[src/rtl/hdr_bit_hasher.sv]
module hdr_bit_hasher #(
  parameter int PIPES = 4,
  parameter int SLOTS = 8,
  parameter int WIN = 64,
  localparam int PW = $clog2(PIPES),
  localparam int SW = $clog2(SLOTS),
  localparam int OW = $clog2(WIN),
  localparam int BUFN = 8 + WIN,
  localparam int CW = $clog2(BUFN + 1)
) (
  input  logic          clk,
  input  logic          rst_n,
  input  logic          cfg_we,
  input  logic [PW-1:0] cfg_pipe,
  input  logic [SW-1:0] cfg_slot,
  input  logic          cfg_en,
  input  logic [OW-1:0] cfg_off,
  input  logic [7:0]    cfg_mask,
  input  logic          in_valid,
  output logic          in_ready,
  input  logic [7:0]    in_data,
  input  logic          in_last,
  output logic          out_valid,
  input  logic          out_ready,
  output logic [7:0]    out_data,
  output logic          out_last
);

  typedef enum logic [1:0] {FILL, DRAIN, PASS} st_t;

  st_t           st;
  logic [7:0]    mem_q [BUFN];
  logic          sel_en  [PIPES][SLOTS];
  logic [OW-1:0] sel_off [PIPES][SLOTS];
  logic [7:0]    sel_msk [PIPES][SLOTS];
  logic [CW-1:0] cnt, len, rd;
  logic          more;
  logic [PW-1:0] pipe_q;
  logic [31:0]   crc, crc_n, hash;

  function automatic logic [31:0] crc_step(input logic [31:0] c, input logic [7:0] d);
    logic [31:0] r;
    r = c ^ {24'h0, d};
    for (int k = 0; k < 8; k++)
      r = r[0] ? ((r >> 1) ^ 32'hEDB88320) : (r >> 1);
    return r;
  endfunction

  wire [PW-1:0] pipe_now = (cnt == '0) ? in_data[PW-1:0] : pipe_q;
  wire          in_hdr   = cnt >= CW'(8);
  wire [OW-1:0] hoff     = OW'(cnt - CW'(8));
  wire          fill_end = in_last || (cnt == CW'(BUFN - 1));
  wire          rd_end   = rd == len - CW'(1);

  always_comb begin
    crc_n = crc;
    for (int s = 0; s < SLOTS; s++)
      if (in_hdr && sel_en[pipe_now][s] && sel_off[pipe_now][s] == hoff)
        crc_n = crc_step(crc_n, in_data & sel_msk[pipe_now][s]);
    if (in_last)
      for (int s = 0; s < SLOTS; s++)
        if (sel_en[pipe_now][s] && (!in_hdr || sel_off[pipe_now][s] > hoff))
          crc_n = crc_step(crc_n, 8'h00);
  end

  always_ff @(posedge clk)
    if (st == FILL && in_valid) mem_q[cnt] <= in_data;

  always_ff @(posedge clk) begin
    if (!rst_n) begin
      st <= FILL;
      cnt <= '0;
      len <= '0;
      rd <= '0;
      more <= 1'b0;
      pipe_q <= '0;
      crc <= 32'hFFFFFFFF;
      hash <= '0;
      for (int p = 0; p < PIPES; p++)
        for (int s = 0; s < SLOTS; s++) begin
          sel_en[p][s] <= 1'b0;
          sel_off[p][s] <= '0;
          sel_msk[p][s] <= '0;
        end
    end else begin
      if (cfg_we) begin
        sel_en[cfg_pipe][cfg_slot] <= cfg_en;
        sel_off[cfg_pipe][cfg_slot] <= cfg_off;
        sel_msk[cfg_pipe][cfg_slot] <= cfg_mask;
      end
      case (st)
        FILL: if (in_valid) begin
          if (cnt == '0) pipe_q <= in_data[PW-1:0];
          crc <= crc_n;
          if (fill_end) begin
            len <= cnt + CW'(1);
            more <= !in_last;
            hash <= ~crc_n;
            rd <= '0;
            st <= DRAIN;
          end else cnt <= cnt + CW'(1);
        end
        DRAIN: if (out_ready) begin
          if (rd_end) begin
            st <= more ? PASS : FILL;
            cnt <= '0;
            crc <= 32'hFFFFFFFF;
          end else rd <= rd + CW'(1);
        end
        PASS: if (in_valid && out_ready && in_last) st <= FILL;
        default: st <= FILL;
      endcase
    end
  end

  logic [7:0] hbyte;
  always_comb
    case (rd)
      CW'(4):  hbyte = hash[31:24];
      CW'(5):  hbyte = hash[23:16];
      CW'(6):  hbyte = hash[15:8];
      CW'(7):  hbyte = hash[7:0];
      default: hbyte = mem_q[rd];
    endcase

  assign in_ready  = (st == FILL) || (st == PASS && out_ready);
  assign out_valid = (st == DRAIN) || (st == PASS && in_valid);
  assign out_data  = (st == PASS) ? in_data : hbyte;
  assign out_last  = (st == DRAIN) ? (rd_end && !more) : (st == PASS && in_last);

  a_r9_hold: assert property (@(posedge clk) disable iff (!rst_n)
    out_valid && !out_ready |=> out_valid && $stable(out_data) && $stable(out_last));

  a_r8_no_early: assert property (@(posedge clk) disable iff (!rst_n)
    st == FILL |-> !out_valid);

  a_r8_stall_in: assert property (@(posedge clk) disable iff (!rst_n)
    st == DRAIN |-> !in_ready);

  a_r7_hash_kept: assert property (@(posedge clk) disable iff (!rst_n)
    st == DRAIN |=> st != DRAIN || $stable(hash));

  a_r8_window: assert property (@(posedge clk) disable iff (!rst_n)
    st == FILL && in_valid && cnt == CW'(BUFN - 1) |=> st == DRAIN);

endmodule

[config.mk]
export PLATFORM = sky130hd
export DESIGN_NAME = hdr_bit_hasher
export DESIGN_NICKNAME = d
export VERILOG_FILES = /design/src/rtl/hdr_bit_hasher.sv
export SDC_FILE = /design/constraint.sdc
export NUM_CORES = 2
export LEC_CHECK = 0
export BUFFER_PORTS_ARGS = -buffer_cell sky130_fd_sc_hd__buf_2
export CORE_UTILIZATION = 65
export CTS_CLUSTER_DIAMETER = 120
export DETAILED_ROUTE_END_ITERATION = 8
export PLACE_DENSITY = 0.78
export SYNTH_ARGS = -nofsm -noshare
export SYNTH_HDL_FRONTEND = slang
export SYNTH_SLANG_ARGS = --single-unit
[constraint.sdc]
create_clock -name clk -period 42.2 [get_ports clk]
set_input_delay 2.11 -clock clk [delete_from_list [all_inputs] [get_ports clk]]
set_output_delay 2.11 -clock clk [all_outputs]
set_load 0.05 [all_outputs]
==> Implementation_results.wiki <==
{| class="wikitable"
! Metric !! Value
|-
| Status || complete, no violations
|-
| Critical-path top delay cell || sky130_fd_sc_hd__o21ai_1
|-
| Final Net Count || about 5.5k
|-
| Commonest non-fill, non-tap cells in the layout || sky130_fd_sc_hd__edfxtp_1 (1055), sky130_fd_sc_hd__xnor2_1 (535), sky130_fd_sc_hd__and2_1 (515)
|-
| Sum of overflow across all layers after global routing || 0
|-
| Post-synthesis to final-layout area growth || 7.18%
|-
| Clock root buffer || sky130_fd_sc_hd__clkbuf_16
|-
| # resized after CTS || 0
|-
| Pin slew with the least headroom to its limit || 1190 ps
|-
| Library cells used by synthesis || 109
|-
| Final worst clock skew || 56.7 ps
|-
| FF-to-FF setup slack || 17610 ps
|-
| Portion of the clock cycle consumed by the worst path in the final layout || roughly three fifths
|-
| Headroom to the max-slew limit || 20.5%
|-
| Number of antenna violations at the first check in global routing || 4
|-
| # clock sinks || 1153
|-
| Port Buffer Count || 44
|-
| Average cell area after synthesis || 12.9 um^2
|-
| Post CTS Setup Buffer Count || 0
|-
| Path depth of the worst reg2reg path || 67
|-
| Total Negative Setup Slacks || 0 ps
|-
| Clock network latency to the later pin of the worst-skew pair || 730 ps
|-
| Cell area after synthesis || 71400 um^2
|-
| Endpoint kind of the worst setup timing path || flop
|-
| Router iterations before antenna repair || 6
|-
| Count of cells along the worst hold path || 2
|-
| IO Count || 45
|-
| Capture instance of the worst register-to-register path || hash[17]
|-
| Clock Pin Slew Worst Setup and Hold Paths || 70 ps
|-
| Vias per inst || 6.51
|-
| CTS tree || done
|-
| Iteration-0 DRC count of the detailed router || 5447
|-
| Worst-case setup slack after placement || between 15000 and 20000 ps
|-
| Cell repeated most along the worst path || sky130_fd_sc_hd__xnor3_1
|-
| Area used by multi-input combinational logic || 36300 um^2
|-
| RSZ-0062 raised after global routing || no
|-
| Maximum number of pins on one net before global-route repair || 111
|-
| Syn nets || between 5k and 6k
|-
| Via count || roughly 45k
|-
| Final setup violation count || 0
|-
| Wirelength per Cell || around 28 um
|-
| Maximum fanout along the worst path || 53
|-
| Area of the core region || 109000 um^2
|-
| Drc violations || 0
|-
| CP required || between 40000 and 50000 ps
|-
| Number of antenna-violating nets in the routed design || 0
|-
| Sequential area share after synthesis || 47.1%
|-
| Total length of routed wires || about 200000 um
|-
| Count of warnings emitted by yosys || 0
|-
| Most used flip-flop cell after synthesis || sky130_fd_sc_hd__edfxtp_1
|-
| Global-route wire length before repair || 290000 um
|-
| Number of slew-limit violations in the final report || 0
|-
| Filler instances || between 7k and 8k
|-
| Number of placement rows || 121
|-
| Final count of hold timing violations || 0
|-
| Type of the setup path with the least slack || flop to flop
|-
| Reg2reg start || cnt[1]
|-
| Min setup slack post-route || 17610 ps
|-
| Data arrival, critical path || 25170 ps
|-
| Cells after synthesis || around 5.6k
|-
| Leading cell type in the layout, fill and taps excluded || sky130_fd_sc_hd__edfxtp_1
|-
| Initial Utilization || 65.6%
|-
| Die area || 111000 um^2
|-
| Class of the tightest hold or removal check || flop to flop
|-
| Width of the chip || 334 um
|-
| GRT Overall Usage || 35.4%
|-
| Worst Setup Start Kind || flop
|-
| Number of register bits inferred by synthesis || 1153
|-
| Hold path startpoint || hash[3]
|-
| Delay contributed by the slowest stage of the critical path || 860 ps
|-
| Maximum count of clock buffers along a single path || 3
|-
| # H-tree levels || 3
|-
| Asr flop ratio synth || 0%
|-
| CTS Hold Buffers Added || 0
|-
| Fraction of layout cells with a size suffix above 1 || 14.5%
|-
| Placer congestion estimate || 0.974
|-
| Vias in the first global route || around 44k
|-
| Max Cap Violations || 0
|-
| Maximum operating frequency || 40.7 MHz
|-
| Worst min-delay path endpoint || hash[3]
|-
| Final critical-path required period || 24590 ps
|-
| Number of CTS-inserted buffers || 111
|-
| DP HPWL || 134000 um
|-
| Post-synth EDFFs || approximately 1.1k
|-
| Chip height || 334 um
|-
| Total area of sequential cells || ~34000 um^2
|}
[synthesized netlist by cell type, types with 11 or more instances]
cell type                  number  area [um^2]
sky130_fd_sc_hd__and3_1        49          307
sky130_fd_sc_hd__buf_4         11         82.6
sky130_fd_sc_hd__clkbuf_1     273         1020
sky130_fd_sc_hd__dfxtp_1       98         1960
sky130_fd_sc_hd__mux2_2        44          495
sky130_fd_sc_hd__buf_1         51          191
sky130_fd_sc_hd__o21ai_0      161          806
sky130_fd_sc_hd__nor2b_1       30          188
sky130_fd_sc_hd__xor2_1       264         2310
sky130_fd_sc_hd__xnor2_2       26          423
sky130_fd_sc_hd__o22ai_1       11         68.8
sky130_fd_sc_hd__and2_1       515         3220
sky130_fd_sc_hd__xnor3_2       11          262
sky130_fd_sc_hd__xor3_1        48         1140
sky130_fd_sc_hd__xnor2_1      535         4690
sky130_fd_sc_hd__inv_1         36          135
sky130_fd_sc_hd__xnor3_1      180         4050
sky130_fd_sc_hd__a21o_1        14          105
sky130_fd_sc_hd__o22a_1        13          114
sky130_fd_sc_hd__nor3_1        28          140
sky130_fd_sc_hd__nand2_1      485         1820
sky130_fd_sc_hd__a31oi_1       49          307
sky130_fd_sc_hd__mux2i_2       12          165
sky130_fd_sc_hd__or3_1         11         68.8
sky130_fd_sc_hd__mux4_2       239         5380
sky130_fd_sc_hd__o21a_1        17          128
sky130_fd_sc_hd__nand2b_1      26          163
sky130_fd_sc_hd__a211oi_1      11         82.6
sky130_fd_sc_hd__nor2_1       329         1230
sky130_fd_sc_hd__a21oi_1      188          941
sky130_fd_sc_hd__mux2i_4       31          698
sky130_fd_sc_hd__buf_2         20          100
sky130_fd_sc_hd__mux2i_1      277         2770
sky130_fd_sc_hd__a21oi_2       11         96.3
sky130_fd_sc_hd__xor2_2        24          390
sky130_fd_sc_hd__nand3_1       67          335
sky130_fd_sc_hd__ha_1          60          751
sky130_fd_sc_hd__edfxtp_1    1055        31700
sky130_fd_sc_hd__a22oi_1       23          173
[flip-flops by register name (all words and copies together), names as in the netlist, named ones only]
register and count:
more 1, len 7, sel_msk 256, crc 32
st 2, sel_off 192, cnt 7, sel_en 32
pipe_q 2, hash 32, mem_q 576, rd 7
[logic make-up after synthesis]
family	after synthesis	synth area share, %
DFF	1153	47.1
and+or+nand+nor	1600	11.2
AOI/OAI and AO/OA	626	5.76
buffers and inverters	400	2.23
muxes	608	13.4
xor gates and xnor gates	1106	19.3
adders and majority gates	60	1.05
[worst max-delay path, delay by kind of cell (launching register included)]
| kind | cells | cell delay, ps |
|---|---|---|
| buffers and inverters | 5 | 1520 |
| XOR/XNOR | 32 | 12460 |
| AND/OR/NAND/NOR | 8 | 2350 |
| adder cells (fa/ha/maj) | 2 | 430 |
| flip-flops | 1 | 370 |
| multiplexers | 8 | 2630 |
| AO/OA/AOI/OAI | 12 | 4600 |
[layer usage]
layer  vias up  track usage (%)  share of wire [%]
met5         -                0             0.0046
met4         2             14.4                4.5
met3       423             5.97                9.4
met2      2472             56.3                 47
met1     22500             48.7                 39
li1      19900                -                  -
[area by class of cell]
class,count,share of cell area (%)
tap,1414,2.31
clock buffer,152,4.04
inverter,42,0.206
antenna,2,0.00654
timing repair buffer,142,1.29
clock inverter,57,0.719
sequential,1153,43.9
multi-input combinational,4000,47.5
[worst max-delay path by stage]
| stage | startpoint | to | slack, ps | cells past startpoint |
|---|---|---|---|---|
| finish | cnt[1] | hash[17] | 17610 | 67 |
| detailed placement | in_data[1] | hash[17] | 17400 | 63 |
| floorplan | in_data[0] | crc[23] | 17940 | 75 |
| global placement | in_data[1] | crc[23] | 17870 | 63 |
| CTS | cnt[1] | hash[17] | 17810 | 67 |
| global route | cnt[1] | hash[17] | 16310 | 67 |
[metrics by stage]
step	cells	util [%]	cell area (um^2)	hold slack (ps)
after floorplan	5553	-	71400	435
after global placement	6751	67.0	72900	440
after detailed placement	6751	67.0	72900	452
after CTS	6960	70.3	76600	461
after global routing	6960	70.3	76600	481
final	6962	70.3	76600	462
Power is left out: the tool's default activity adds up to more than one toggle a clock period on the data nets, which glitch-free logic cannot reach.
